## src/rtl/dac_code_pkg.sv

```systemverilog
// Shared types for the serial DAC code register.
// Assumes nothing beyond a 2-bit mode field seen at the top ports.
package dac_code_pkg;

    typedef enum logic [1:0] {
        MODE_INC   = 2'b00,
        MODE_UPDN  = 2'b01,
        MODE_SHIFT = 2'b10
    } if_mode_e;

endpackage

```

## src/rtl/pin_edges.sv

```systemverilog
// Finds rising and falling edges on N serial pins by comparing each pin with
// its level at the previous clk edge. Assumes the pins are synchronous to clk.
// During reset the history follows the pins, so no edge shows at release.
module pin_edges #(
    parameter int N = 2
) (
    input  logic         clk,
    input  logic         rst_n,
    input  logic [N-1:0] pin_i,
    output logic [N-1:0] rise_o,
    output logic [N-1:0] fall_o
);

    logic [N-1:0] prev_q;

    for (genvar i = 0; i < N; i++) begin : g_pin
        // Keep last sampled level of pin i.
        always_ff @(posedge clk) begin
            if (!rst_n) prev_q[i] <= pin_i[i];
            else        prev_q[i] <= pin_i[i];
        end

        // Edge flags for pin i.
        always_comb begin
            rise_o[i] = pin_i[i] & ~prev_q[i];
            fall_o[i] = ~pin_i[i] & prev_q[i];
        end
    end

endmodule

```

## src/rtl/mode_tracker.sv

```systemverilog
// Sticky protocol selection: starts in increment-only mode, moves once to
// up/down mode on a low UP/DN (CS high) and once to 3-wire mode on a low CS.
// Only reset returns it to increment-only mode.
module mode_tracker
    import dac_code_pkg::*;
(
    input  logic     clk,
    input  logic     rst_n,
    input  logic     cs_n_i,
    input  logic     updn_i,
    output if_mode_e mode_o
);

    // Advance the mode one way only.
    always_ff @(posedge clk) begin
        if (!rst_n) begin
            mode_o <= MODE_INC;
        end else if (mode_o != MODE_SHIFT && !cs_n_i) begin
            mode_o <= MODE_SHIFT;
        end else if (mode_o == MODE_INC && !updn_i) begin
            mode_o <= MODE_UPDN;
        end
    end

    assert_legal_mode_R2: assert property (@(posedge clk) disable iff (!rst_n)
        mode_o != 2'b11);

    assert_shift_sticky_R3: assert property (@(posedge clk) disable iff (!rst_n)
        mode_o == MODE_SHIFT |=> mode_o == MODE_SHIFT);

    assert_updn_no_return_R4: assert property (@(posedge clk) disable iff (!rst_n)
        mode_o == MODE_UPDN |=> mode_o != MODE_INC);

endmodule

```

## src/rtl/serial_shifter.sv

```systemverilog
// 3-wire frame engine. A CS fall opens a frame and loads the current code for
// read-back; rising SCLK shifts DIN in MSB first, falling SCLK advances DOUT.
// On the CS rise a load is requested only if exactly W bits were clocked in.
module serial_shifter #(
    parameter int W = 8
) (
    input  logic         clk,
    input  logic         rst_n,
    input  logic         cs_fall_i,
    input  logic         cs_rise_i,
    input  logic         sclk_rise_i,
    input  logic         sclk_fall_i,
    input  logic         din_i,
    input  logic [W-1:0] code_i,
    output logic         dout_o,
    output logic         dout_oe_o,
    output logic         load_o,
    output logic [W-1:0] load_data_o
);

    localparam int CNT_W = $clog2(W + 2);
    localparam logic [CNT_W-1:0] CNT_FULL = CNT_W'(W);
    localparam logic [CNT_W-1:0] CNT_OVER = CNT_W'(W + 1);

    logic [W-1:0]     in_sh_q;
    logic [W-1:0]     out_sh_q;
    logic [CNT_W-1:0] cnt_q;
    logic             active_q;

    // Frame open flag, which is also the DOUT drive enable.
    always_ff @(posedge clk) begin
        if (!rst_n)         active_q <= 1'b0;
        else if (cs_fall_i) active_q <= 1'b1;
        else if (cs_rise_i) active_q <= 1'b0;
    end

    // Capture DIN on rising SCLK inside a frame.
    always_ff @(posedge clk) begin
        if (!rst_n)                      in_sh_q <= '0;
        else if (active_q && sclk_rise_i) in_sh_q <= {in_sh_q[W-2:0], din_i};
    end

    // Count rising SCLK edges per frame, holding above W to mark overrun.
    always_ff @(posedge clk) begin
        if (!rst_n)                                          cnt_q <= '0;
        else if (cs_fall_i)                                  cnt_q <= '0;
        else if (active_q && sclk_rise_i && cnt_q != CNT_OVER) cnt_q <= cnt_q + 1'b1;
    end

    // Read-back register: old code at frame start, shifted on falling SCLK.
    always_ff @(posedge clk) begin
        if (!rst_n)                       out_sh_q <= '0;
        else if (cs_fall_i)               out_sh_q <= code_i;
        else if (active_q && sclk_fall_i) out_sh_q <= {out_sh_q[W-2:0], 1'b0};
    end

    // Output drive and load request.
    always_comb begin
        dout_o      = out_sh_q[W-1];
        dout_oe_o   = active_q;
        load_o      = active_q && cs_rise_i && (cnt_q == CNT_FULL);
        load_data_o = in_sh_q;
    end

    assert_count_reset_R10: assert property (@(posedge clk) disable iff (!rst_n)
        cs_fall_i |=> cnt_q == '0);

    assert_oe_closes_R8: assert property (@(posedge clk) disable iff (!rst_n)
        cs_rise_i |=> !dout_oe_o);

endmodule

```

## src/rtl/code_store.sv

```systemverilog
// Holds the DAC code. A frame load has priority; otherwise single-step
// increment or decrement with saturation at both ends. Reset gives midscale.
module code_store #(
    parameter int W = 8
) (
    input  logic         clk,
    input  logic         rst_n,
    input  logic         load_i,
    input  logic [W-1:0] load_data_i,
    input  logic         inc_i,
    input  logic         dec_i,
    output logic [W-1:0] code_o
);

    localparam logic [W-1:0] MID_CODE = W'(1) << (W - 1);
    localparam logic [W-1:0] TOP_CODE = '1;
    localparam logic [W-1:0] BOT_CODE = '0;

    // Update the code from a load or a saturating step.
    always_ff @(posedge clk) begin
        if (!rst_n)                             code_o <= MID_CODE;
        else if (load_i)                        code_o <= load_data_i;
        else if (inc_i && code_o != TOP_CODE)   code_o <= code_o + 1'b1;
        else if (dec_i && code_o != BOT_CODE)   code_o <= code_o - 1'b1;
    end

    assert_single_step_R6: assert property (@(posedge clk) disable iff (!rst_n)
        !load_i |=> (code_o == $past(code_o) || code_o == $past(code_o) + 1'b1
                     || code_o == $past(code_o) - 1'b1));

    assert_no_wrap_up_R7: assert property (@(posedge clk) disable iff (!rst_n)
        (code_o == TOP_CODE && !load_i) |=> code_o != BOT_CODE);

    assert_no_wrap_down_R7: assert property (@(posedge clk) disable iff (!rst_n)
        (code_o == BOT_CODE && !load_i) |=> code_o != TOP_CODE);

endmodule

```

## src/rtl/dac_code_ctrl.sv

```systemverilog
// Top of the self-configuring DAC code register. Detects pin edges, tracks
// the sticky protocol mode, runs the 3-wire frame engine and steers pulse
// counts into the code store. Assumes pins are synchronous to clk and each
// level is held for at least two clk cycles.
module dac_code_ctrl
    import dac_code_pkg::*;
#(
    parameter int CODE_W = 8
) (
    input  logic              clk,
    input  logic              rst_n,
    input  logic              cs_n,
    input  logic              sclk,
    input  logic              din,
    input  logic              updn,
    output logic [CODE_W-1:0] code,
    output logic              dout,
    output logic              dout_oe,
    output logic [1:0]        mode
);

    localparam int PIN_CS  = 0;
    localparam int PIN_CLK = 1;

    logic [1:0]        rise, fall;
    if_mode_e          mode_q;
    logic              load, inc, dec;
    logic [CODE_W-1:0] load_data;

    pin_edges #(.N(2)) u_edges (
        .clk    (clk),
        .rst_n  (rst_n),
        .pin_i  ({sclk, cs_n}),
        .rise_o (rise),
        .fall_o (fall)
    );

    mode_tracker u_mode (
        .clk    (clk),
        .rst_n  (rst_n),
        .cs_n_i (cs_n),
        .updn_i (updn),
        .mode_o (mode_q)
    );

    serial_shifter #(.W(CODE_W)) u_shift (
        .clk         (clk),
        .rst_n       (rst_n),
        .cs_fall_i   (fall[PIN_CS]),
        .cs_rise_i   (rise[PIN_CS]),
        .sclk_rise_i (rise[PIN_CLK]),
        .sclk_fall_i (fall[PIN_CLK]),
        .din_i       (din),
        .code_i      (code),
        .dout_o      (dout),
        .dout_oe_o   (dout_oe),
        .load_o      (load),
        .load_data_o (load_data)
    );

    // Turn SCLK pulses into steps in the pulse modes (CS must stay high).
    always_comb begin
        inc = 1'b0;
        dec = 1'b0;
        if (cs_n && rise[PIN_CLK]) begin
            if (mode_q == MODE_INC)       inc = 1'b1;
            else if (mode_q == MODE_UPDN) begin
                inc = updn;
                dec = !updn;
            end
        end
    end

    code_store #(.W(CODE_W)) u_code (
        .clk         (clk),
        .rst_n       (rst_n),
        .load_i      (load),
        .load_data_i (load_data),
        .inc_i       (inc),
        .dec_i       (dec),
        .code_o      (code)
    );

    // Mode indicator to the port.
    always_comb mode = mode_q;

    assert_oe_idle_R8: assert property (@(posedge clk) disable iff (!rst_n)
        (cs_n && $past(cs_n)) |-> !dout_oe);

    assert_oe_mode_R8: assert property (@(posedge clk) disable iff (!rst_n)
        dout_oe |-> mode == MODE_SHIFT);

    assert_load_in_frame_R9: assert property (@(posedge clk) disable iff (!rst_n)
        load |-> (dout_oe && mode == MODE_SHIFT));

endmodule

```

## config.mk

```make
export PLATFORM = sky130hd
export DESIGN_NAME = dac_code_ctrl
export DESIGN_NICKNAME = d
export VERILOG_FILES = /design/src/rtl/dac_code_pkg.sv /design/src/rtl/pin_edges.sv /design/src/rtl/mode_tracker.sv /design/src/rtl/serial_shifter.sv /design/src/rtl/code_store.sv /design/src/rtl/dac_code_ctrl.sv
export SDC_FILE = /design/constraint.sdc
export NUM_CORES = 1
export LEC_CHECK = 0
export ABC_AREA = 0
export BUFFER_PORTS_ARGS = -buffer_cell sky130_fd_sc_hd__clkbuf_2
export CAP_MARGIN = 10
export CORE_MARGIN = 3
export CORE_UTILIZATION = 40
export CTS_CLUSTER_SIZE = 28
export DETAILED_ROUTE_END_ITERATION = 7
export PLACE_DENSITY_LB_ADDON = 0.3
export SETUP_SLACK_MARGIN = 0.2
export SLEW_MARGIN = 40
export SYNTH_ARGS = -nofsm -noshare
export SYNTH_HDL_FRONTEND = slang
export SYNTH_SLANG_ARGS = --single-unit
```

## constraint.sdc

```tcl
create_clock -name clk -period 7.25 [get_ports clk]
set_clock_uncertainty 0.1 [all_clocks]
set_input_delay 1.8125 -clock clk [delete_from_list [all_inputs] [get_ports clk]]
set_output_delay 1.8125 -clock clk [all_outputs]
set_load 0.01 [all_outputs]
```

==> flow_metrics.tcl <==
set metrics [dict create \
    start_util_pct 42.90 \
    setup_viol 0 \
    drtIter0Drc 109 \
    grt_overflow 0 \
    slew_violations 0 \
    synth_xor_area_share_pct 2.956 \
    cp-start-kind "primary input" \
    postSynthCellCount 201 \
    die_area_um2 5281 \
    die_h_um 72.67 \
    antenna_found_initial 0 \
    fill_cells 438 \
    wl_per_cell_um 13.65 \
    crit_start "cs_n" \
    design_area_um2 1991 \
    grt_first_pass_wirelength_um 6382 \
    worst_slack_ps 3313 \
    n_antenna_cell 0 \
    core_um2 4144 \
    ys.flop_type "dfxtp_1" \
    cts_tree "yes" \
    fp-row-count 23 \
    synth_compound_area_share_pct 15.34 \
    die_w_um 72.67 \
    pre_cts_slack_ps 3024 \
    crit_path_end "u_code.code_o[6]" \
    r2r_cells 9 \
    via_per_inst 5.448 \
    synth_top_family_by_area "simple AND/OR/NAND/NOR gates" \
    path_class "primary input to flop" \
    synth_seq_cells 33 \
    synthSimpleGateAreaFrac_pct 19.92 \
    setup_tns_ps 0 \
    holdBufCountCts 0 \
    holdWs_ps 390.6 \
    drtPass1Iterations 4 \
    reg2reg_from "u_code.code_o[0]" \
    hp-class "flop to flop" \
    grt_pass1_vias 1347 \
    clockBufferDepth 2 \
    drc 0 \
    cp.required_ps 7360 \
    drt-total-wl_um 3658 \
    avgSynthCellArea_um2 8.846 \
    netlist.area_leader.share_pct 37.16 \
    endpoint_kind "flop" \
    powerDensity_nw_per_um2 203.4 \
    fin_crit_ps 3937 \
    async_flop_share_pct 0 \
    area_growth_pct 11.96 \
    fin_util_pct 48.04 \
    power.leakage_nw 0.9401 \
    clock_latency_ps 290 \
    netlist_area_um2 1778 \
    maxSlewHeadroom_pct 51.41 \
    pin_count 18 \
    fmax_ghz 0.2540 \
    hpwlAfterDp_um 2616 \
    synth_nets 220 \
    worstReg2RegEnd "u_code.code_o[6]" \
    synthMuxAreaShare_pct 11.26 \
    synth_edf_count 0 \
    placed_area_um2 1884 \
    place.gp.congestion 0.7634 \
    netlist_top_cells_area "dfxtp_1, mux2i_1, ha_1, nor2_1, a21oi_1" \
    vias 1460 \
    ir_drop_mv 0.1025 \
    synth_warnings 0 \
    ant_nets 0 \
    stdcell_count 268 \
    drive_gt1_share_pct 12.84 \
    tightest_slew_ps 726.6 \
    track_usage_pct 15.53 \
    portBuffers 17 \
    cts_resized 0 \
    fin_total_pwr_uw 404.8 \
    maxCapViolations 0 \
    path_clk_slew_ps 70 \
    seq_area_frac_synth_pct 37.16 \
    min_period_over_period_pct 54.30 \
    postCtsSetupBuffers 0 \
    status "completed" \
    cts_sinks 33 \
    synth_largest_area_cell "dfxtp_1" \
    grt_setup_unrepaired "no" \
    rrSetupSlack_ps 4360 \
    cp.arrival_ps 4040 \
    synth_cell_type_count 37 \
    post-place-cells 259 \
    crit_fanout 6 \
    cts-htree-levels 2 \
    layout.nets 236 \
    root_buffer "clkbuf_8" \
    cts_buffers 5 \
    grt_max_degree 24 \
    hold_violations 0 \
    synth_fa_ha_area_share_pct 9.571 \
]
metal layers:
| metal | vias to the layer above | routed length [µm] | track usage (%) |
|---|---|---|---|
| met4 | 0 | 62 | 6.762 |
| met1 | 664 | 1810 | 21.31 |
| met2 | 36 | 1619 | 23.15 |
| li1 | 753 | - | - |
| met3 | 7 | 166 | 3.719 |
| met5 | - | 0 | 0 |
flip-flops by register name, summed over array words and instances (netlist names):
register / count
u_shift.dout_oe_o: 1
u_mode.mode_o: 2
u_code.code_o: 8
u_shift.load_data_o: 8
u_edges.prev_q: 2
u_shift.cnt_q: 4
u_shift.out_sh_q: 8
power breakdown:
| group | total (mW) | switching, mW | leakage (nW) | internal (mW) |
|---|---|---|---|---|
| clock network | 0.152 | 0.0666 | 0.0542 | 0.0857 |
| logic | 0.0567 | 0.0304 | 0.618 | 0.0263 |
| registers | 0.196 | 0.00860 | 0.268 | 0.187 |
placed cells by master (no fill, tap or decap), types with 2 or more instances in the layout:
| cell | n |
|---|---|
| a21o_1 | 4 |
| mux2i_1 | 20 |
| o21ai_0 | 5 |
| clkbuf_2 | 17 |
| nand2_1 | 6 |
| nand3_1 | 5 |
| nand2b_1 | 3 |
| o21a_1 | 2 |
| nand4_1 | 5 |
| nor2_1 | 36 |
| or3_1 | 2 |
| nand3b_1 | 3 |
| ha_1 | 12 |
| clkbuf_8 | 7 |
| o211ai_1 | 5 |
| xnor2_1 | 3 |
| nor4b_1 | 2 |
| nor4_1 | 2 |
| a211oi_1 | 7 |
| inv_1 | 7 |
| a21oi_1 | 13 |
| o211a_1 | 2 |
| dfxtp_1 | 33 |
| xor2_1 | 3 |
cells by family (layout without fill, tap and decap cells):
group / count (synthesis) / count (layout)
flops: 33 / 33
simple gates: 71 / 71
fa+ha+maj: 13 / 13
xor+xnor: 6 / 6
buf+inv: 16 / 33
mux: 20 / 20
compound gates: 42 / 42
cell type report:
cell class	count	area (µm²)	area share, %
clock inverters	1	5.005	0.2514
flip-flops and latches	33	660.6	33.19
repair buffers	18	90.09	4.525
multi-input cells	152	1050	52.73
clock buffers	7	96.34	4.840
well taps	50	62.56	3.143
inverters	7	26.28	1.320
how the worst min path moves through the flow:
| stage | startpoint | endpoint | cells past startpoint |
|---|---|---|---|
| global placement | u_shift.cnt_q[3] | u_shift.cnt_q[3] | 2 |
| finish | u_shift.cnt_q[3] | u_shift.cnt_q[3] | 2 |
| CTS | u_shift.cnt_q[3] | u_shift.cnt_q[3] | 2 |
| global route | u_shift.cnt_q[3] | u_shift.cnt_q[3] | 2 |
| floorplan | u_shift.load_data_o[7] | u_code.code_o[7] | 2 |
| detailed placement | u_shift.cnt_q[3] | u_shift.cnt_q[3] | 2 |
synthesized netlist by cell type (all sizes together) (4+ instances only):
library cell / instances
a211oi: 7
a21o: 4
a21oi: 13
clkbuf: 7
dfxtp: 33
ha: 12
inv: 7
mux2i: 20
nand2: 6
nand3: 5
nand4: 5
nor2: 36
o211ai: 5
o21ai: 6
worst max-delay path, cell delays in order:
cell and delay [ps]:
clkbuf_2 120, and4bb_2 260, o211ai_1 200, buf_2 240, fa_1 430, a211oi_1 290
nor2_1 120, nor4b_1 290, o31ai_1 130, a31oi_1 140
Power figures use the tool's default switching activity.
